--- src/rtl/dih_pkg.sv ---
package dih_pkg;

    localparam int REG_W = 5;
    localparam int CLS_W = 3;

    localparam logic [CLS_W-1:0] OP_NOP = 3'd0;
    localparam logic [CLS_W-1:0] OP_ALU = 3'd1;
    localparam logic [CLS_W-1:0] OP_BR  = 3'd2;
    localparam logic [CLS_W-1:0] OP_LD  = 3'd3;
    localparam logic [CLS_W-1:0] OP_ST  = 3'd4;

    typedef struct packed {
        logic [CLS_W-1:0] cls;
        logic [REG_W-1:0] src1;
        logic [REG_W-1:0] src2;
        logic [REG_W-1:0] dst;
    } slot_t;

    localparam slot_t SLOT_NOP = '{cls: OP_NOP, src1: '0, src2: '0, dst: '0};

    // true when the slot reads register r (register 0 never counts)
    function automatic logic slot_reads(slot_t s, logic [REG_W-1:0] r);
        logic hit;
        hit = 1'b0;
        if (r != '0) begin
            case (s.cls)
                OP_ALU, OP_BR, OP_ST: hit = (s.src1 == r) || (s.src2 == r);
                OP_LD:                hit = (s.src1 == r);
                default:              hit = 1'b0;
            endcase
        end
        return hit;
    endfunction

    // register written by the slot, zero when it writes nothing
    function automatic logic [REG_W-1:0] slot_writes(slot_t s);
        logic [REG_W-1:0] w;
        case (s.cls)
            OP_ALU, OP_LD: w = s.dst;
            default:       w = '0;
        endcase
        return w;
    endfunction

    function automatic logic class_ok(logic [CLS_W-1:0] c, bit mem_lane);
        logic ok;
        if (c == OP_NOP)  ok = 1'b1;
        else if (mem_lane) ok = (c == OP_LD) || (c == OP_ST);
        else               ok = (c == OP_ALU) || (c == OP_BR);
        return ok;
    endfunction

endpackage

--- src/rtl/dih_slot_filter.sv ---
module dih_slot_filter
    import dih_pkg::*;
#(
    parameter bit MEM_LANE = 1'b0
) (
    input  slot_t raw,
    output slot_t clean,
    output logic  bad
);
    always_comb begin
        bad   = !class_ok(raw.cls, MEM_LANE);
        clean = bad ? SLOT_NOP : raw;
    end
endmodule

--- src/rtl/dih_hazard_detect.sv ---
module dih_hazard_detect
    import dih_pkg::*;
(
    input  slot_t            sa,
    input  slot_t            sb,
    input  logic [REG_W-1:0] load_reg,
    output logic             load_use,
    output logic             intra_dep
);
    logic [REG_W-1:0] a_wr;

    always_comb begin
        a_wr      = slot_writes(sa);
        load_use  = slot_reads(sa, load_reg) || slot_reads(sb, load_reg);
        intra_dep = slot_reads(sb, a_wr);
    end
endmodule

--- src/rtl/dih_issue_ctrl.sv ---
module dih_issue_ctrl
    import dih_pkg::*;
#(
    parameter int CNT_W = 16
) (
    input  logic             clk,
    input  logic             rst,
    input  logic             flush,
    input  logic             pkt_valid,
    input  slot_t            sa,
    input  slot_t            sb,
    input  logic             bad_a,
    input  logic             bad_b,
    input  logic             load_use,
    input  logic             intra_dep,
    output logic [REG_W-1:0] load_reg,
    output logic             hold_q,
    output logic             issue_a,
    output logic             issue_b,
    output logic [CLS_W-1:0] lane_a_cls,
    output logic [CLS_W-1:0] lane_b_cls,
    output logic             stall,
    output logic             pack_err,
    output logic [CNT_W-1:0] pkt_count
);
    slot_t            held_b;
    slot_t            out_b;
    logic             accept;
    logic             defer_b;
    logic [REG_W-1:0] next_load;

    always_comb begin
        accept   = 1'b0;
        defer_b  = 1'b0;
        issue_a  = 1'b0;
        issue_b  = 1'b0;
        stall    = 1'b0;
        pack_err = 1'b0;
        out_b    = SLOT_NOP;
        if (flush) begin
            accept = 1'b0;
        end else if (hold_q) begin
            issue_b = 1'b1;
            out_b   = held_b;
            stall   = 1'b1;
        end else if (pkt_valid) begin
            if (load_use) begin
                stall = 1'b1;
            end else begin
                accept   = 1'b1;
                pack_err = bad_a || bad_b;
                issue_a  = (sa.cls != OP_NOP);
                if (intra_dep) begin
                    defer_b = 1'b1;
                end else begin
                    issue_b = (sb.cls != OP_NOP);
                    out_b   = sb;
                end
            end
        end
        lane_a_cls = issue_a ? sa.cls : OP_NOP;
        lane_b_cls = issue_b ? out_b.cls : OP_NOP;
        next_load  = (issue_b && out_b.cls == OP_LD) ? out_b.dst : '0;
    end

    always_ff @(posedge clk) begin
        if (rst) begin
            hold_q    <= 1'b0;
            held_b    <= SLOT_NOP;
            load_reg  <= '0;
            pkt_count <= '0;
        end else begin
            hold_q   <= defer_b;
            if (defer_b) held_b <= sb;
            load_reg <= flush ? '0 : next_load;
            if (accept) pkt_count <= pkt_count + 1'b1;
        end
    end
endmodule

--- src/rtl/dih_issue_unit.sv ---
module dih_issue_unit
    import dih_pkg::*;
#(
    parameter int CNT_W = 16
) (
    input  logic                     clk,
    input  logic                     rst,
    input  logic                     flush,
    input  logic                     pkt_valid,
    input  logic [dih_pkg::CLS_W-1:0] a_cls,
    input  logic [dih_pkg::REG_W-1:0] a_src1,
    input  logic [dih_pkg::REG_W-1:0] a_src2,
    input  logic [dih_pkg::REG_W-1:0] a_dst,
    input  logic [dih_pkg::CLS_W-1:0] b_cls,
    input  logic [dih_pkg::REG_W-1:0] b_src1,
    input  logic [dih_pkg::REG_W-1:0] b_src2,
    input  logic [dih_pkg::REG_W-1:0] b_dst,
    output logic                     issue_a,
    output logic                     issue_b,
    output logic [dih_pkg::CLS_W-1:0] lane_a_cls,
    output logic [dih_pkg::CLS_W-1:0] lane_b_cls,
    output logic                     stall,
    output logic                     pack_err,
    output logic [CNT_W-1:0]         pkt_count
);
    localparam int NLANE = 2;

    slot_t            raw   [NLANE];
    slot_t            clean [NLANE];
    logic [NLANE-1:0] bad;
    logic [REG_W-1:0] load_reg;
    logic             hold_q;
    logic             load_use;
    logic             intra_dep;

    always_comb begin
        raw[0] = '{cls: a_cls, src1: a_src1, src2: a_src2, dst: a_dst};
        raw[1] = '{cls: b_cls, src1: b_src1, src2: b_src2, dst: b_dst};
    end

    // lane 0 takes arithmetic/branch work, lane 1 takes memory access
    for (genvar g = 0; g < NLANE; g++) begin : g_lane
        dih_slot_filter #(.MEM_LANE(g == 1)) u_filt (
            .raw   (raw[g]),
            .clean (clean[g]),
            .bad   (bad[g])
        );
    end

    dih_hazard_detect u_haz (
        .sa        (clean[0]),
        .sb        (clean[1]),
        .load_reg  (load_reg),
        .load_use  (load_use),
        .intra_dep (intra_dep)
    );

    dih_issue_ctrl #(.CNT_W(CNT_W)) u_ctrl (
        .clk        (clk),
        .rst        (rst),
        .flush      (flush),
        .pkt_valid  (pkt_valid),
        .sa         (clean[0]),
        .sb         (clean[1]),
        .bad_a      (bad[0]),
        .bad_b      (bad[1]),
        .load_use   (load_use),
        .intra_dep  (intra_dep),
        .load_reg   (load_reg),
        .hold_q     (hold_q),
        .issue_a    (issue_a),
        .issue_b    (issue_b),
        .lane_a_cls (lane_a_cls),
        .lane_b_cls (lane_b_cls),
        .stall      (stall),
        .pack_err   (pack_err),
        .pkt_count  (pkt_count)
    );
endmodule

--- config.mk ---
export PLATFORM = sky130hd
export DESIGN_NAME = dih_issue_unit
export DESIGN_NICKNAME = d
export VERILOG_FILES = /design/src/rtl/dih_pkg.sv /design/src/rtl/dih_slot_filter.sv /design/src/rtl/dih_hazard_detect.sv /design/src/rtl/dih_issue_ctrl.sv /design/src/rtl/dih_issue_unit.sv
export SDC_FILE = /design/constraint.sdc
export NUM_CORES = 1
export LEC_CHECK = 0
export ABC_AREA = 1
export BUFFER_PORTS_ARGS = -buffer_cell sky130_fd_sc_hd__buf_4
export CORE_MARGIN = 8
export CORE_UTILIZATION = 49
export CTS_CLUSTER_DIAMETER = 60
export DETAILED_ROUTE_END_ITERATION = 10
export GPL_ROUTABILITY_DRIVEN = 0
export PLACE_DENSITY = 0.78
export SLEW_MARGIN = 0
export SYNTH_ARGS = -nofsm -noshare
export SYNTH_HDL_FRONTEND = slang
export SYNTH_HIERARCHICAL = 1
export SYNTH_SLANG_ARGS = --single-unit
--- constraint.sdc ---
create_clock -name clk -period 2 [get_ports clk]
set_input_delay 0.1 -clock clk [delete_from_list [all_inputs] [get_ports clk]]
set_output_delay 0.1 -clock clk [all_outputs]
set_load 0.005 [all_outputs]
==> impl_results.md, run 1 <==
- Status: finished, violations left
- Failing checks: negative setup slack
- R2R depth: 15
- CTS Buffer Depth: 2
- Routed Antenna Nets: 0
- CP max stage cell: a21oi_4
- Fin nets: 582
- Clock power share: 32.6%
- # hold bufs at CTS: 0
- Setup crit end kind: primary output
- Die H: 88.4 um
- RSZ-0062 raised after global routing: true
- Share of power burned in registers: 38.8%
- Period utilisation layout: 115%
- Proportion of power drawn by combinational gates: 28.6%
- Max reg flops: 16
- Min-delay worst type: in2reg
- Clock-pin slew on the worst setup and hold paths: 70 ps
- Vias in the first global route: 2,930
- Final Hold Slack: 105 ps
- Antenna Cells: 0
- Family with the most delay on the worst path: simple AND/OR/NAND/NOR gates
- Port Buffers: 64
- Worst Hold Depth: 2
- Number of top-level pins: 66
- Final std cells w/o fill: 612
- Largest net degree at the start of global routing: 16
- Die area: 0.00781 mm^2
- Int Pwr: 1070 uW
- Maximum vdd ir drop: 504 uV
- Hold path start: rst
- First-pass GRT wire length: 12,900 um
- Sink Count: 30
- Area leader, netlist: dfxtp_1
- Worst Hold Path EP: u_ctrl/held_b[17]
- Rows: 26
- Critical Path Fanout Max: 7
- Vias per cell: 5.39
- CP required: 1900 ps
- Max-slew violations: 0
- Root Driver: clkbuf_8
- Initial antenna violation count: 0
- TritonCTS clock tree: built
- CP most frequent cell: nand2_1
- Drc violations: 0
- Global Route Usage Sum: 20.3%
- TritonRoute pass-1 iters: 5
- Area growth from synthesis to layout: 51.0%
- Aggregate global routing overflow: 0
- Max Cap Viol: 0
- Final wirelength: 9450 um
- PwrDens: 399 mW/mm^2
- Initial DRC count: 247
- R2R Setup Slk: -130 ps
- Final WS setup: -297 ps
- R2R Path Start: u_ctrl/load_reg[0]
- Worst Skew: 7.43 ps
- Placed Instance Area: 0.00326 mm^2
- Switch Pwr: 473 uW
- Setup WS pre-CTS: -282 ps
- Stages on the worst setup path: 19
- Finished Cell Area: 0.00388 mm^2
- Post-synthesis sequential area ratio: 23.4%
- Leakage: 0.00184 uW
- Synthesized Nets: 474
- Num CTS Buffers: 5
- Fin crit period: 2300 ps
- Avg Cell Area, Syn: 5.93 um^2
- Largest cells by area after synthesis: dfxtp_1 23%, nand2_1 14%, inv_1 11%
- Initial core utilization: 50.6%
- CP Class: in2out
- H-tree depth: 2
- Share of the synthesized area in the top cell type: 23.4%
- Post-route setup TNS: -3170 ps
- Fraction of layout cells with a size suffix above 1: 40.0%
- Post-DP HPWL: 5570 um
- #FFs+latches synth: 30
- Synth warnings: 6
- Post-Synthesis Cells: 433
- Crit path cell chain: buf_6 > clkinvlp_4 > nand3_4 > a21oi_4 > nand2_1 > nand2_1 > nor2_1 > nand4_1 > nand2_1 > nand2_1 > nand2_1 > inv_2 > nand2_4 > nor2_4 > inv_2 > nor2_4 > a21oi_4 > nor2_2 > buf_4
- Core region area: 0.00507 mm^2
- DP Cell Count: 587
- Worst path arrival time: 2200 ps
- Reg2reg end: u_ctrl/load_reg[3]
- Chip Width: 88.4 um
- Final Setup Violations: 30
- Mapped cell area: 0.00257 mm^2
- Synth cell types: 31
- Critical path launch point type: input pin
- WL/cell: 15.4 um
- Fmax: 435 MHz
- Switching Fraction: 30.6%
- Fin. Hold Viols: 0
- Clock latency on the worst-skew pair: 280 ps
- Maximum single-stage delay on the critical path: 210 ps
- CP bufs+invs: 5
- Vias: 3,300
-- Yosys cell counts (all sizes together) --
cell type,n
conb,1
o31ai,1
buf,9
nor3,2
nand3,42
o21ai,19
nand4,7
clkbuf,3
a21oi,38
dfxtp,30
o21bai,1
nor2,76
nand2,106
o22ai,1
ha,1
xnor2,3
inv,82
xor2,11
-- routing by layer --
layer | up-vias | track usage [%] | wire length (um)
met3 | 46 | 3.90 | 664
met5 | - | 0 | 0
met2 | 199 | 37.6 | 4850
met1 | 1500 | 21.4 | 3540
li1 | 1555 | - | -
met4 | 0 | 9.37 | 398
-- worst max-delay path by stage --
stage,from,end,slack [ps]
4_1_cts,b_cls[2],lane_b_cls[2],-40
2_1_floorplan,b_cls[0],u_ctrl/pkt_count[14],50
3_3_place_gp,b_cls[2],u_ctrl/held_b[1],-200
3_5_place_dp,b_cls[2],u_ctrl/pkt_count[3],-280
6_report,b_cls[2],lane_b_cls[2],-300
5_1_grt,b_cls[2],lane_b_cls[2],-400
-- cell type report --
type,count,area [um^2]
Clock buffer,7,86.3
Clock inverter,1,5.00
Tap cell,70,87.6
Fill cell,373,1200
Inverter,82,324
Timing Repair Buffer,110,890
Multi-Input combinational cell,312,1870
Sequential cell,30,614
-- logic make-up (layout without fill, tap and decap cells) --
group,Yosys count,after routing,synth area share [%]
AO/OA/AOI/OAI,60,60,12.5
XOR/XNOR,14,14,4.78
adder cells (fa/ha/maj),1,1,0.487
buffers and inverters,94,200,16.6
flip-flops,30,30,23.4
other,1,1,0.146
AND/OR/NAND/NOR,233,236,42.1
-- placed cells by master (no fill, tap or decap), types with 5 or more instances in the layout --
master	instances
a21oi_1	19
a21oi_2	11
a21oi_4	8
buf_4	99
buf_6	9
clkbuf_8	6
dfxtp_1	25
inv_1	60
inv_2	16
inv_4	5
nand2_1	92
nand2_2	7
nand2_4	6
nand3_1	33
nand3_2	6
nand4_1	7
nor2_1	52
nor2_2	14
nor2_4	10
o21ai_0	15
xor2_1	10
-- stage by stage --
step / power, uW / util, %
6_report: 1550 / 76.4
5_1_grt: 1600 / 76.4
4_1_cts: 1470 / 69.6
3_5_place_dp: 951 / 64.2
3_3_place_gp: 945 / 64.2
2_1_floorplan: 816 / -
-- worst register-to-register path, stage by stage (launching register included) --
cell     delay [ps]
dfxtp_2         340
buf_6           130
xor2_2          140
nor2_1           50
nand3_1          60
nand2_1          50
nand3_1         110
nand2_1         120
inv_2            90
nand2_4          80
nor2_4          200
a21oi_4          90
nor2_2          200
buf_4           160
nand3_4          90
nor2_1          150
-- repair_timing --
action                     in CTS  in global routing
gates resized for setup        43                 64
cloned                          2                  2
setup buffers                   6                  7
setup endpoints to repair       8                 34
pin swaps                       9                 19
-- power by group through the flow --
stage | logic [uW] | clock network [uW] | registers [uW]
after floorplan | 198 | 0 | 617
after global placement | 327 | 0 | 618
after detailed placement | 333 | 0 | 618
after CTS | 370 | 503 | 601
after global routing | 470 | 532 | 601
final | 442 | 503 | 601
(Power assumes the default switching activity.)
==> run 2: changes to the inputs <==
--- a/config.mk
+++ b/config.mk
@@ -13,6 +13,7 @@
 export DETAILED_ROUTE_END_ITERATION = 10
 export GPL_ROUTABILITY_DRIVEN = 0
 export PLACE_DENSITY = 0.78
+export SKIP_CTS_REPAIR_TIMING = 1
 export SLEW_MARGIN = 0
 export SYNTH_ARGS = -nofsm -noshare
 export SYNTH_HDL_FRONTEND = slang
==> run 2 against run 1 <==
Effect of this change:
- the flow still finishes with violations (negative setup slack)
- sequential cell count is the same
- register-to-register slack lost 40 ps
- largest cell class unchanged
- die area is the same
==> impl_results.md, run 2 (same netlist as run 1, synthesis figures left out) <==
- Worst path arrival time: 2080 ps (was 2200 ps)
- CTS Buffer Depth: 2 (unchanged)
- Initial DRC count: 201 (was 247)
- TritonCTS clock tree: built (unchanged)
- Critical Path Fanout Max: 5 (was 7)
- Maximum single-stage delay on the critical path: 410 ps (was 210 ps)
- Failing checks: negative setup slack (unchanged)
- Setup crit end kind: primary output (unchanged)
- RSZ-0062 raised after global routing: true (unchanged)
- Area growth from synthesis to layout: 47.6% (was 51.0%)
- Final wirelength: 8630 um (was 9450 um)
- Fraction of layout cells with a size suffix above 1: 37.1% (was 40.0%)
- Final std cells w/o fill: 609 (was 612)
- Family with the most delay on the worst path: simple AND/OR/NAND/NOR gates (unchanged)
- CP max stage cell: dfxtp_2 (was a21oi_4)
- Max Cap Viol: 0 (unchanged)
- Routed Antenna Nets: 0 (unchanged)
- CP bufs+invs: 3 (was 5)
- Worst Hold Path EP: u_ctrl/hold_q (was u_ctrl/held_b[17])
- Vias per cell: 5.18 (was 5.39)
- Rows: 26 (unchanged)
- Root Driver: clkbuf_8 (unchanged)
- CP Class: reg2out (was in2out)
- Port Buffers: 64 (unchanged)
- Fin nets: 579 (was 582)
- Maximum vdd ir drop: 521 uV (was 504 uV)
- CP most frequent cell: nand2_1 (unchanged)
- Worst Skew: 7.06 ps (was 7.43 ps)
- Max reg flops: 16 (unchanged)
- Final WS setup: -181 ps (was -297 ps)
- Clock latency on the worst-skew pair: 290 ps (was 280 ps)
- H-tree depth: 2 (unchanged)
- Vias: 3,155 (was 3,300)
- R2R depth: 17 (was 15)
- Max-slew violations: 0 (unchanged)
- DP Cell Count: 587 (unchanged)
- Num CTS Buffers: 5 (unchanged)
- CP required: 1900 ps (about the same)
- Fmax: 458 MHz (was 435 MHz)
- Aggregate global routing overflow: 0 (unchanged)
- Post-DP HPWL: 5570 um (unchanged)
- Global Route Usage Sum: 18.3% (was 20.3%)
- Largest net degree at the start of global routing: 16 (unchanged)
- Core region area: 0.00507 mm^2 (unchanged)
- Antenna Cells: 0 (unchanged)
- Initial antenna violation count: 0 (unchanged)
- Status: finished, violations left (unchanged)
- Reg2reg end: u_ctrl/held_b[16] (was u_ctrl/load_reg[3])
- R2R Path Start: u_ctrl/load_reg[3] (was u_ctrl/load_reg[0])
- Sink Count: 30 (unchanged)
- First-pass GRT wire length: 11,800 um (was 12,900 um)
- Initial core utilization: 50.6% (unchanged)
- Min-delay worst type: in2reg (unchanged)
- Number of top-level pins: 66 (unchanged)
- WL/cell: 14.2 um (was 15.4 um)
- Die area: 0.00781 mm^2 (unchanged)
- Commonest non-fill, non-tap cells in the layout: 93 x buf_4, 92 x nand2_1, 68 x inv_1, 52 x nor2_1, 34 x nand3_1 (was 99 x buf_4, 92 x nand2_1, 60 x inv_1, 52 x nor2_1, 33 x nand3_1)
- Die H: 88.4 um (unchanged)
- Clock-pin slew on the worst setup and hold paths: 70 ps (about the same)
- Drc violations: 0 (unchanged)
- Hold path start: rst (unchanged)
- Final Power: 1530 uW (was 1550 uW)
- Chip Width: 88.4 um (unchanged)
- Critical path launch point type: register (was input pin)
- TritonRoute pass-1 iters: 5 (unchanged)
- Fin crit period: 2180 ps (was 2300 ps)
- Final Hold Slack: 112 ps (was 105 ps)
- Fin. Hold Viols: 0 (unchanged)
- Worst Hold Depth: 2 (unchanged)
- Final Setup Violations: 22 (was 30)
- Leakage: 0.00181 uW (was 0.00184 uW)
- Commonest non-fill, non-tap cell in the layout: buf_4 (unchanged)
- PwrDens: 404 mW/mm^2 (was 399 mW/mm^2)
- R2R Setup Slk: -170 ps (was -130 ps)
- Period utilisation layout: 109% (was 115%)
- Vias in the first global route: 2,811 (was 2,930)
- Crit path cell chain: inv_1 > o22ai_2 > nor2_1 > nand2_1 > nand2_1 > nand2_1 > nand2_1 > inv_1 > nand2_2 > nor2_4 > o21ai_0 > a21oi_1 > buf_4 (was buf_6 > clkinvlp_4 > nand3_4 > a21oi_4 > nand2_1 > nand2_1 > nor2_1 > nand4_1 > nand2_1 > nand2_1 > nand2_1 > inv_2 > nand2_4 > nor2_4 > inv_2 > nor2_4 > a21oi_4 > nor2_2 > buf_4)
## run 2: changes by cell type in the layout (fill, tap and decap cells not counted), moves of 4 or more
cell | before | now
inv_1 | 60 | 68
a21oi_4 | 8 | 4
inv_2 | 16 | 9
buf_4 | 99 | 93
## run 2: metrics by stage
| step | setup WS (ps) | util [%] | setup TNS (ps) | cell area (um^2) |
|---|---|---|---|---|
| global route | -311 | 74.6 | -5550 | 3790 |
| global placement | -204 | 64.2 | -5660 | 3260 |
| CTS | -263 | 66.0 | -1660 | 3350 |
| detailed placement | -282 | 64.2 | -8000 | 3260 |
| finish | -181 | 74.6 | -2330 | 3790 |
| floorplan | 52.8 | - | 0 | 2570 |
## run 2: routing by layer
layer / GRT usage (%) / part of all wire, %
met1: 19.5 / 38
met2: 34.1 / 52
met3: 3.53 / 6.5
met4: 7.99 / 3.5
met5: 0 / 0
## run 2: worst reg2reg max path, cell delays in order (launching register included)
cell     delay (ps)
dfxtp_2         410
inv_1           120
o22ai_2         140
nor2_1           80
nand2_1          60
nand2_1          40
nand2_1          50
nand2_1          70
inv_1            70
nand2_2          90
nor2_4          230
buf_6           140
buf_6            80
buf_6           110
buf_8           140
nand2_8          80
nand2_1          90
a21oi_2          60
## run 2: worst max path at each step
stage                             from              endpoint  depth (start not counted)  slack [ps]
floorplan                     b_cls[0]  u_ctrl/pkt_count[14]                         20          50
global placement              b_cls[2]      u_ctrl/held_b[1]                         19        -200
detailed placement            b_cls[2]   u_ctrl/pkt_count[3]                         19        -280
CTS                           b_cls[2]               issue_a                         19        -260
global route        u_ctrl/load_reg[3]         lane_b_cls[2]                         15        -310
finish              u_ctrl/load_reg[3]               issue_b                         13        -180
## run 2: layout make-up
class,instances,area (um^2)
Clock buffer,7,86.3
Timing Repair Buffer,107,873
Tap cell,70,87.6
Fill cell,397,1290
Multi-Input combinational cell,312,1800
Inverter,82,324
Sequential cell,30,608
Clock inverter,1,5.00
## run 2: where the power goes
group	switching, uW	leakage (uW)	internal [uW]	total, uW
Clock	228	0.0000482	277	504
Sequential	4.09	0.000244	599	603
Combinational	225	0.00152	197	422
==> run 3: changes to the inputs <==
--- a/config.mk
+++ b/config.mk
@@ -12,7 +12,7 @@
 export CTS_CLUSTER_DIAMETER = 60
 export DETAILED_ROUTE_END_ITERATION = 10
 export GPL_ROUTABILITY_DRIVEN = 0
-export PLACE_DENSITY = 0.78
+export PLACE_DENSITY = 0.75
 export SKIP_CTS_REPAIR_TIMING = 1
 export SLEW_MARGIN = 0
 export SYNTH_ARGS = -nofsm -noshare
==> run 3 against run 2 <==
Effect of this change:
- the run still ends with negative setup slack left
- sequential cell count is the same
- critical path depth grew 6
- worst setup slack lost 4.0 ps
- clock skew shrank 1.8 ps
- sequential power is essentially flat
- count of clock-buffer cells in the layout shrank 2
- non-clock buffer count is the same
- core utilization shrank 0.86 points
- global-route usage shrank 0.22 points
- first-iteration DRC count shrank 25%
- critical endpoint unchanged
- highest routed layer unchanged
==> impl_results.md, run 3 (same netlist as run 1, synthesis figures left out) <==
- Finished Cell Area: 0.00374 mm^2 (was 0.00379 mm^2)
- Period utilisation layout: 109% (about the same)
- Critical path launch point type: input pin (was register)
- Vias: 3,111 (was 3,155)
- Drc violations: 0 (unchanged)
- Setup crit end kind: primary output (unchanged)
- Met3 wire len: 482 um (was 558 um)
- Max layer used: met4 (unchanged)
- TritonCTS clock tree: built (unchanged)
- TritonRoute pass-1 iters: 5 (unchanged)
- Hold path start: rst (unchanged)
- Core region area: 0.00507 mm^2 (unchanged)
- Num CTS Buffers: 5 (unchanged)
- CTS Buffer Depth: 2 (unchanged)
- Root Driver: clkbuf_8 (unchanged)
- Critical Path Fanout Max: 5 (unchanged)
- Critical path origin: b_cls[1] (was u_ctrl/load_reg[3])
- Die H: 88.4 um (unchanged)
- Final WS setup: -185 ps (was -181 ps)
- Initial DRC count: 150 (was 201)
- Number of top-level pins: 66 (unchanged)
- FILL cells: 416 (was 397)
- Fin. Hold Viols: 0 (unchanged)
- Placed Instance Area: 0.00326 mm^2 (unchanged)
- DR WL met2: 4220 um (was 4480 um)
- Fin nets: 578 (was 579)
- PwrDens: 430 mW/mm^2 (was 404 mW/mm^2)
- Antenna Cells: 0 (unchanged)
- Clock latency on the worst-skew pair: 280 ps (was 290 ps)
- Final Setup Violations: 19 (was 22)
- Initial core utilization: 50.6% (unchanged)
- Worst path arrival time: 2090 ps (was 2080 ps)
- CP Class: in2out (was reg2out)
- Clock-pin slew on the worst setup and hold paths: 70 ps (about the same)
- Maximum vdd ir drop: 461 uV (was 521 uV)
- Sink Count: 30 (unchanged)
- R2R depth: 16 (was 17)
- Final wirelength: 8040 um (was 8630 um)
- Final std cells w/o fill: 608 (was 609)
- Status: finished, violations left (unchanged)
- DP Cell Count: 587 (unchanged)
- Area growth from synthesis to layout: 45.9% (was 47.6%)
- Worst Skew: 5.27 ps (was 7.06 ps)
- Footprint of the multi-input gates: 0.00178 mm^2 (was 0.00180 mm^2)
- Max-slew violations: 0 (unchanged)
- WL/cell: 13.2 um (was 14.2 um)
- Post-DP HPWL: 5590 um (was 5570 um)
- Fin crit period: 2190 ps (was 2180 ps)
- Vias per cell: 5.12 (was 5.18)
- Failing checks: negative setup slack (unchanged)
- Commonest non-fill, non-tap cell in the layout: buf_4 (unchanged)
- Register Area: 612 um^2 (was 608 um^2)
- Fmax: 458 MHz (about the same)
- Min-delay worst type: in2reg (unchanged)
- Leakage: 0.00181 uW (about the same)
- Initial antenna violation count: 0 (unchanged)
- Worst Hold Depth: 2 (unchanged)
- First-pass GRT wire length: 11,600 um (was 11,800 um)
- Routed Antenna Nets: 0 (unchanged)
- CP required: 1900 ps (about the same)
- Chip Width: 88.4 um (unchanged)
- Metal-1 WL: 3180 um (was 3290 um)
- Commonest non-fill, non-tap cells in the layout: 100 x buf_4, 95 x nand2_1, 64 x inv_1, 51 x nor2_1, 33 x nand3_1 (was 93 x buf_4, 92 x nand2_1, 68 x inv_1, 52 x nor2_1, 34 x nand3_1)
- Final Hold Slack: 110 ps (was 112 ps)
- Max reg flops: 16 (unchanged)
- Rows: 26 (unchanged)
- H-tree depth: 2 (unchanged)
- Global Route Usage Sum: 18.1% (was 18.3%)
- Fraction of layout cells with a size suffix above 1: 38.1% (was 37.1%)
- Port Buffers: 64 (unchanged)
- Die area: 0.00781 mm^2 (unchanged)
- R2R Path Start: u_ctrl/load_reg[0] (was u_ctrl/load_reg[3])
- Aggregate global routing overflow: 0 (unchanged)
- RSZ-0062 raised after global routing: true (unchanged)
- Largest net degree at the start of global routing: 16 (unchanged)
- Max Cap Viol: 0 (unchanged)
- Vias in the first global route: 2,758 (was 2,811)
run 3: changes by cell type in the layout (fill, tap and decap cells not counted), moves of 2 or more:
cell,delta
nand2_1,+3
buf_4,+7
nor2_2,+3
o21ai_2,+2
inv_1,-4
o21ai_1,-2
nor2_4,-2
buf_6,-6
inv_2,+4
nand2_8,-2
inv_4,+2
nand2_2,-3
run 3: worst max-delay path, stage by stage:
cell and delay, ps:
buf_4 150, inv_4 70, nand2_2 140, a21oi_1 270
inv_1 110, nand2_1 90, nand2_1 50, nor2_1 100
nand4_1 100, nand2_1 70, nand2_1 60, nand2_2 90
inv_2 40, nand2_4 60, buf_6 90, nor2_4 40
a21oi_2 210, a21oi_2 80, buf_4 140
run 3: final timing paths:
path / end / slack (ps)
worst max-delay path: issue_b / -190
worst min-delay path: u_ctrl/held_b[1] / 110
worst max register to register: u_ctrl/pkt_count[11] / -70
worst min register to register: u_ctrl/held_b[3] / 470
run 3: final cells by class:
| type | instances | share of cell area (%) |
|---|---|---|
| Multi-Input combinational cell | 311 | 47.4 |
| Inverter | 82 | 8.59 |
| Clock buffer | 5 | 1.84 |
| Tap cell | 70 | 2.34 |
| Clock inverter | 3 | 1.20 |
| Sequential cell | 30 | 16.3 |
| Timing Repair Buffer | 107 | 22.3 |
run 3: report_power, final:
part,internal [uW],switching [uW]
combinational,184,215
sequential,598,4.21
clock,370,241
run 3: layer usage:
| metal | GRT usage [%] | up-vias |
|---|---|---|
| met5 | 0 | - |
| met4 | 7.07 | 0 |
| met3 | 3.06 | 21 |
| met2 | 33.5 | 121 |
| met1 | 19.9 | 1422 |
| li1 | - | 1547 |
run 3: per-stage QoR:
step | setup slack, ps | setup TNS, ps | total power, uW | util (%)
2_1_floorplan | 52.8 | 0 | 816 | -
3_3_place_gp | -271 | -4460 | 943 | 64.2
3_5_place_dp | -342 | -6090 | 947 | 64.2
4_1_cts | -342 | -2430 | 1560 | 66.5
5_1_grt | -323 | -5140 | 1680 | 73.8
6_report | -185 | -1940 | 1610 | 73.8
